`config.mk`:
```
export PLATFORM = sky130hd
export DESIGN_NAME = ucseq_control_unit
export DESIGN_NICKNAME = d
export VERILOG_FILES = /design/src/rtl/ucseq_pkg.sv /design/src/rtl/ucseq_rom.sv /design/src/rtl/ucseq_step_ctr.sv /design/src/rtl/ucseq_control_unit.sv
export SDC_FILE = /design/constraint.sdc
export NUM_CORES = 1
export LEC_CHECK = 0
export ABC_AREA = 0
export BUFFER_PORTS_ARGS = -buffer_cell sky130_fd_sc_hd__buf_4
export CAP_MARGIN = 5
export CELL_PAD_IN_SITES_DETAIL_PLACEMENT = 1
export CELL_PAD_IN_SITES_GLOBAL_PLACEMENT = 1
export CORE_ASPECT_RATIO = 1.25
export CORE_MARGIN = 5
export CORE_UTILIZATION = 28
export DETAILED_ROUTE_END_ITERATION = 10
export PLACE_DENSITY_LB_ADDON = 0.12
export SETUP_SLACK_MARGIN = 0.05
export SKIP_LAST_GASP = 1
export SYNTH_ARGS = -nofsm -noshare
export SYNTH_HDL_FRONTEND = slang
export SYNTH_SLANG_ARGS = --single-unit
```
`constraint.sdc`:
```
create_clock -name clk -period 1.7 [get_ports clk]
set_input_delay 0.255 -clock clk [delete_from_list [all_inputs] [get_ports clk]]
set_output_delay 0.255 -clock clk [all_outputs]
set_load 0.1 [all_outputs]
```
`src/rtl/ucseq_pkg.sv`:
```
package ucseq_pkg;

    localparam int STEP_W = 3;
    localparam int OP_W   = 4;
    localparam int FLAG_W = 2;
    localparam int ADDR_W = STEP_W + OP_W + FLAG_W;

    typedef enum logic [OP_W-1:0] {
        OP_NOP = 4'h0,
        OP_LDA = 4'h1,
        OP_ADD = 4'h2,
        OP_SUB = 4'h3,
        OP_STA = 4'h4,
        OP_LDI = 4'h5,
        OP_JMP = 4'h6,
        OP_JC  = 4'h7,
        OP_JZ  = 4'h8,
        OP_OUT = 4'hE,
        OP_HLT = 4'hF
    } opcode_e;

    typedef struct packed {
        logic pc_to_bus;
        logic mar_load;
        logic ram_to_bus;
        logic ram_write;
        logic ir_load;
        logic ir_to_bus;
        logic pc_inc;
        logic pc_load;
        logic a_load;
        logic a_to_bus;
        logic alu_to_bus;
        logic alu_sub;
        logic out_load;
        logic halt;
        logic step_clear;
    } ctrl_word_t;

endpackage

```
`src/rtl/ucseq_rom.sv`:
```
module ucseq_rom
    import ucseq_pkg::*;
#(
    parameter int STEP_W = ucseq_pkg::STEP_W,
    parameter int OP_W   = ucseq_pkg::OP_W,
    parameter int FLAG_W = ucseq_pkg::FLAG_W,
    localparam int ADDR_W = STEP_W + OP_W + FLAG_W
) (
    input  logic [ADDR_W-1:0] addr,
    output ctrl_word_t        word
);

    localparam logic [STEP_W-1:0] ST_FETCH_A = STEP_W'(0);
    localparam logic [STEP_W-1:0] ST_FETCH_B = STEP_W'(1);
    localparam logic [STEP_W-1:0] ST_EXEC_A  = STEP_W'(2);
    localparam logic [STEP_W-1:0] ST_EXEC_B  = STEP_W'(3);

    logic [STEP_W-1:0] step;
    logic [OP_W-1:0]   op;
    logic              zf;
    logic              cf;

    // address layout: {step, opcode, zero, carry}
    assign step = addr[ADDR_W-1 -: STEP_W];
    assign op   = addr[FLAG_W +: OP_W];
    assign zf   = addr[1];
    assign cf   = addr[0];

    always_comb begin
        word = '0;
        case (step)
            ST_FETCH_A: begin
                word.pc_to_bus = 1'b1;
                word.mar_load  = 1'b1;
            end
            ST_FETCH_B: begin
                word.ram_to_bus = 1'b1;
                word.ir_load    = 1'b1;
                word.pc_inc     = 1'b1;
            end
            ST_EXEC_A: begin
                word.step_clear = 1'b1;
                case (op)
                    OP_LDA, OP_STA: begin
                        word.ir_to_bus  = 1'b1;
                        word.mar_load   = 1'b1;
                        word.step_clear = 1'b0;
                    end
                    OP_ADD: begin
                        word.alu_to_bus = 1'b1;
                        word.a_load     = 1'b1;
                    end
                    OP_SUB: begin
                        word.alu_to_bus = 1'b1;
                        word.alu_sub    = 1'b1;
                        word.a_load     = 1'b1;
                    end
                    OP_LDI: begin
                        word.ir_to_bus = 1'b1;
                        word.a_load    = 1'b1;
                    end
                    OP_JMP: begin
                        word.ir_to_bus = 1'b1;
                        word.pc_load   = 1'b1;
                    end
                    OP_JC: begin
                        word.ir_to_bus = cf;
                        word.pc_load   = cf;
                    end
                    OP_JZ: begin
                        word.ir_to_bus = zf;
                        word.pc_load   = zf;
                    end
                    OP_OUT: begin
                        word.a_to_bus = 1'b1;
                        word.out_load = 1'b1;
                    end
                    OP_HLT: begin
                        word.halt       = 1'b1;
                        word.step_clear = 1'b0;
                    end
                    default: ;
                endcase
            end
            ST_EXEC_B: begin
                word.step_clear = 1'b1;
                case (op)
                    OP_LDA: begin
                        word.ram_to_bus = 1'b1;
                        word.a_load     = 1'b1;
                    end
                    OP_STA: begin
                        word.a_to_bus  = 1'b1;
                        word.ram_write = 1'b1;
                    end
                    default: ;
                endcase
            end
            default: word.step_clear = 1'b1;
        endcase
    end

endmodule

```
`src/rtl/ucseq_step_ctr.sv`:
```
module ucseq_step_ctr #(
    parameter int STEP_W = ucseq_pkg::STEP_W
) (
    input  logic              clk,
    input  logic              rst,
    input  logic              step_clear,
    input  logic              halt_req,
    output logic [STEP_W-1:0] step_q,
    output logic              halted_q
);

    typedef struct packed {
        logic [STEP_W-1:0] step;
        logic              halted;
    } state_t;

    state_t state_d, state_q;

    always_comb begin
        state_d = state_q;
        if (state_q.halted || halt_req) begin
            state_d.halted = 1'b1;
        end else if (step_clear) begin
            state_d.step = '0;
        end else begin
            state_d.step = state_q.step + 1'b1;
        end
        if (rst) begin
            state_d = '0;
        end
    end

    always_ff @(posedge clk) begin
        state_q <= state_d;
    end

    assign step_q   = state_q.step;
    assign halted_q = state_q.halted;

endmodule

```
`src/rtl/ucseq_control_unit.sv`:
```
module ucseq_control_unit
    import ucseq_pkg::*;
#(
    parameter int STEP_W = ucseq_pkg::STEP_W,
    parameter int OP_W   = ucseq_pkg::OP_W,
    parameter int FLAG_W = ucseq_pkg::FLAG_W
) (
    input  logic            clk,
    input  logic            rst,
    input  logic [OP_W-1:0] opcode,
    input  logic            flag_zero,
    input  logic            flag_carry,
    output logic            pc_to_bus,
    output logic            mar_load,
    output logic            ram_to_bus,
    output logic            ram_write,
    output logic            ir_load,
    output logic            ir_to_bus,
    output logic            pc_inc,
    output logic            pc_load,
    output logic            a_load,
    output logic            a_to_bus,
    output logic            alu_to_bus,
    output logic            alu_sub,
    output logic            out_load,
    output logic            halt
);

    localparam int ADDR_W = STEP_W + OP_W + FLAG_W;

    logic [STEP_W-1:0] step_q;
    logic              halted_q;
    logic [ADDR_W-1:0] rom_addr;
    ctrl_word_t        rom_word;
    ctrl_word_t        out_word;

    assign rom_addr = {step_q, opcode, flag_zero, flag_carry};

    ucseq_rom #(
        .STEP_W (STEP_W),
        .OP_W   (OP_W),
        .FLAG_W (FLAG_W)
    ) rom_i (
        .addr (rom_addr),
        .word (rom_word)
    );

    ucseq_step_ctr #(
        .STEP_W (STEP_W)
    ) ctr_i (
        .clk        (clk),
        .rst        (rst),
        .step_clear (rom_word.step_clear),
        .halt_req   (rom_word.halt),
        .step_q     (step_q),
        .halted_q   (halted_q)
    );

    always_comb begin
        out_word = rom_word;
        if (halted_q) begin
            out_word      = '0;
            out_word.halt = 1'b1;
        end
    end

    assign pc_to_bus  = out_word.pc_to_bus;
    assign mar_load   = out_word.mar_load;
    assign ram_to_bus = out_word.ram_to_bus;
    assign ram_write  = out_word.ram_write;
    assign ir_load    = out_word.ir_load;
    assign ir_to_bus  = out_word.ir_to_bus;
    assign pc_inc     = out_word.pc_inc;
    assign pc_load    = out_word.pc_load;
    assign a_load     = out_word.a_load;
    assign a_to_bus   = out_word.a_to_bus;
    assign alu_to_bus = out_word.alu_to_bus;
    assign alu_sub    = out_word.alu_sub;
    assign out_load   = out_word.out_load;
    assign halt       = out_word.halt;

endmodule

```
**Yosys cells after proc, flatten, opt, wreduce, memory -nomap -nowiden**

Cells that the tools add are included.

- Register bits after elaboration: 4
- Input bits: 8
- Logic and storage cells: 47
- Output and inout bits: 14

- Multiplexer cells: 23
- Equal/unequal tests: 13
- Reduce and logical (&&, ||, !) cells: 8
- Add/subtract/negate cells: 1

Operators with widths:

| cell | number |
|---|---|
| == test 4 x 3 -> 1 bit (second input constant) | 4 |
| two-way mux 15 bit | 1 |
| two-way mux 1 bit | 14 |
| == test 4 bit (second input constant) | 3 |
| == test 4 x 2 -> 1 bit (second input constant) | 2 |
| == test 3 x 2 -> 1 bit (second input constant) | 2 |
| one-hot mux 1 bit (2 select lines) | 3 |
| one-hot mux 1 bit (3 select lines) | 2 |
| OR reduction 2 bit | 3 |
| OR reduction 3 bit | 2 |
| == test 4 x 1 -> 1 bit (second input constant) | 1 |
| two-way mux 4 bit | 1 |
| one-hot mux 2 bit (2 select lines) | 1 |
| OR reduction 4 bit | 1 |
| adder 3 x 1 -> 3 bit (second input constant) | 1 |
| == test 3 x 1 -> 1 bit (second input constant) | 1 |
| zero test 3 bit | 1 |
| two-way mux 3 bit | 1 |
| logical OR 1 bit | 1 |

**Longest topological paths before layout**

- Depth after elaboration: 5
- Gate-level depth with buffers: 5
- Mapped depth without buffers: 5

**Cells and area by module**

Synthesis repeated with hierarchy kept, for this count alone.

- Cell total of the unflattened synthesis: 74
- Area, all modules: 530.5 µm²

Modules (own cells, without submodules):

| module | cells each | sequential area each (µm²) | area an instance (µm²) | times used |
|---|---|---|---|---|
| ucseq_rom | 41 | 0.0 | 262.8 | 1 |
| ucseq_step_ctr | 18 | 80.1 | 167.7 | 1 |
| ucseq_control_unit | 15 | 0.0 | 100.1 | 1 |

**Worst setup path after synthesis**

Ideal clock, no wire load.

- Kind: register to output
- From: register ctr_i.state_q (netlist bit ctr_i.step_q[0])
- To: output port a_to_bus
- Cell stages (with the launch flop): 6
- Data arrival time: 4.037 ns
- Slack: -2.592 ns
- Buffers on the path: 0
- Data required time: 1.445 ns
- Path through: dfxtp_1 -> inv_1 -> ha_1 -> or3b_1 -> nor3_1 -> or2_1

- Word-level cells in the longest chain between the ends: 3
- Elaborated cells on any way between the ends: 4
- Classes of those cells: eq/ne (2); mux (2)

RTL lines:

| item | line | text |
|---|---|---|
| from (decl) | ucseq_step_ctr.sv:17 | `state_t state_d, state_q;` |
| from (signal assigned) | ucseq_step_ctr.sv:34 | `state_q <= state_d;` |
| == test 3 x 2 -> 1 bit | ucseq_rom.sv:31 | `case (step)` |
| one-hot mux 2 bit (2 select lines) (*) | ucseq_rom.sv:31 |  |
| two-way mux 15 bit (*) | ucseq_control_unit.sv:61 | `if (halted_q) begin` |
| to (decl) | ucseq_control_unit.sv:22 | `output logic a_to_bus,` |

Every way passes the cells marked *; elsewhere a longest branch is shown, timed or not.

**Final worst setup path**

- From: register ctr_i.state_q (netlist bit ctr_i.step_q[0])
- To: output port a_load

- Word-level cells in the longest chain between the ends: 3
- Elaborated cells on any way between the ends: 4
- Classes of those cells: eq/ne (2); mux (2)

RTL lines:

| item | line | text |
|---|---|---|
| == test 3 x 2 -> 1 bit | ucseq_rom.sv:31 |  |
| one-hot mux 2 bit (2 select lines) (*) | ucseq_rom.sv:31 |  |
| two-way mux 15 bit (*) | ucseq_control_unit.sv:61 |  |
| to (decl) | ucseq_control_unit.sv:21 | `output logic a_load,` |

Marks and branches as above.

==> flow_metrics.tcl <==
set metrics [dict create \
    critPathKind "reg -> out" \
    setup_viol 9 \
    initial_core_util_pct 29.0 \
    cts_tree "done" \
    maxCapViolCount 0 \
    synth_area_leader_cell "dfxtp_1" \
    slowest_delay_ns 0.49 \
    vdd_ir_drop_max_mv 1.32 \
    post-route-drc-count 0 \
    totalWireLength_mm 2.09 \
    setup_ws_ns -0.497 \
    fp.coreArea_mm2 0.00172 \
    grtUsageTotal_pct 15.6 \
    status "complete, but fails checks" \
    dr.first_iter.drc_count 3 \
    worst_pin_slew_ns 0.500 \
    period_needed_ns 2.20 \
    globalRouteMet3Util_pct 1.89 \
    fin_cells 122 \
    synth_top_area_share_pct 16.0 \
    arrival_ns 1.94 \
    hold_buffers 0 \
    crit_path_frequent_cell "ha_4" \
    slowest_stage "or4b_4" \
    fillCellCount 162 \
    power_density_mw_per_mm2 1690 \
    grt_pass1_wl_mm 3.00 \
    cts_buffers 3 \
    dr.pass1.iters 3 \
    fin_util_pct 68.3 \
    ff2ff_path_depth 6 \
    hp-class "in -> reg" \
    ys_ff_latch 4 \
    syn-cell-area_um2 499 \
    path_max_fanout 3 \
    synth_seq_area_share_pct 16.0 \
    clock_skew_ns 0.00181 \
    p_leak_nw 0.465 \
    antenna_found_initial 0 \
    place_area_um2 801 \
    synth_enable_flop_cells 0 \
    synthTopCellsByArea "dfxtp_1, ha_1, nand2b_1" \
    worst_setup_path_start_kind "flop" \
    min_path_cells 2 \
    grt_overflow 0 \
    clock-root-buffer "clkbuf_4" \
    synth_flop_cell "dfxtp_1" \
    synthArstFlopShare_pct 0 \
    io_pins 22 \
    final_hold_viol_count 0 \
    die_area_mm2 0.00273 \
    ant_nets 0 \
    ctsHtreeMaxLevel 1 \
    cp-end-kind "output pin" \
    diodes 0 \
    min_period_over_period_pct 129 \
    grt_start_max_net_pins 11 \
    grt_use_met2_pct 29.1 \
    relSlewSlack_pct 66.7 \
    clk_pin_slew_worst_paths_ns 0.03 \
    required_ns 1.44 \
    timing.hold.ws_ns 0.229 \
    area_growth_pct 136 \
    p_total_mw 1.99 \
    syn_inst 63 \
    clockBufferDepth 2 \
    syn_nets 76 \
    synth_cell_types 32 \
    clock.fmax_mhz 455 \
    drt-wirelength-per-cell_um 17.2 \
    slew_violations 0 \
    routabilityCongestion 0.697 \
    cp_cell_sequence "ha_4, ha_4, or4b_4, nor3b_4, a311o_2, buf_12" \
    grt_pass1_vias 662 \
    grt-busiest-layer "met2" \
    via_per_inst 5.13 \
    fin_nets 118 \
    post-dp-hpwl_mm 1.31 \
    die_h_um 57.2 \
    avgSynthCellArea_um2 7.92 \
    drive_gt1_share_pct 68.9 \
    yosys_warnings 0 \
    clock_latency_ns 0.24 \
    placed_cells 109 \
    rows 17 \
    numPortBuffers 21 \
    fin_area_mm2 0.00118 \
    rsz0062_at_grt "yes" \
    gr-usage-met1_pct 15.4 \
    cts_sinks 4 \
    fp.dieW_um 47.8 \
    violations "negative setup slack" \
    dr_total_vias 626 \
    ys_top_cells_by_count "ha_1, inv_1, nor2_1" \
]
## layer usage
layer  vias up  part of all wire (%)
li1        308                     -
met2        12                    61
met4         0                   1.7
met3         3                   2.0
met1       303                    35
met5         -                     0
## cell families after synthesis
| group | after synthesis | share of synthesized area [%] |
|---|---|---|
| compound gates | 13 | 17.8 |
| xor+xnor | 1 | 1.75 |
| fa+ha+maj | 5 | 12.5 |
| buf+inv | 9 | 9.52 |
| flops | 4 | 16.0 |
| simple gates | 31 | 42.4 |
## final cells by class
| type | count | area, µm² | area share, % |
|---|---|---|---|
| timing repair buffer | 41 | 484 | 41.2 |
| multi-input combinational | 50 | 531 | 45.1 |
| clock buffer | 3 | 22.5 | 1.91 |
| tap | 19 | 23.8 | 2.02 |
| inverter | 5 | 27.5 | 2.34 |
| sequential | 4 | 87.6 | 7.45 |
## what timing repair did
item | in CTS | in global routing
setup buffers | 5 | 8
pin swaps | 6 | 7
gates cloned | 0 | 0
resized for setup | 47 | 19
setup endpoints to repair | 11 | 15
## critical path, delay by kind of cell, from the launching register on
kind / cells / cell delay [ns]
AO/OA/AOI/OAI: 1 / 0.18
adder cells (fa/ha/maj): 2 / 0.25
flip-flops: 1 / 0.37
AND/OR/NAND/NOR: 2 / 0.73
buffers and inverters: 1 / 0.18
## stage by stage
stage | setup TNS, ns | setup slack (ns)
finish | -3.59 | -0.497
CTS | -3.28 | -0.481
detailed placement | -1.59 | -0.323
global route | -4.22 | -0.555
global placement | -1.41 | -0.286
floorplan | -6.73 | -1.20
## cell usage in the layout, fill, tap and decap left out, types with 3 or more instances in the layout
cell,n
clkbuf_4,3
nor3_1,3
and2_4,3
nand2b_1,3
o21ai_0,4
buf_6,7
buf_4,22
ha_4,5
nor2_1,4
buf_12,12
## worst paths after layout
check	endpoint	slack, ns	start
setup / recovery	a_load	-0.50	ctr_i.step_q[0]$_SDFFE_PP0N_
setup reg to reg	ctr_i.step_q[0]$_SDFFE_PP0N_	0.11	ctr_i.step_q[0]$_SDFFE_PP0N_
hold reg to reg	ctr_i.step_q[2]$_SDFFE_PP0N_	0.67	ctr_i.halted_q$_SDFFE_PP0P_
hold / removal	ctr_i.halted_q$_SDFFE_PP0P_	0.23	rst
## report_power, final
group          switching [mW]  internal, mW
Sequential             0.0436         0.132
Combinational           0.987         0.704
Clock                  0.0402        0.0790
Total                    1.07         0.915
## registers in the layout (all words and copies together), names as in the netlist
signal / count
ctr_i.halted_q: 1
ctr_i.step_q: 3
Note: power is estimated with default switching activity, not from simulation.
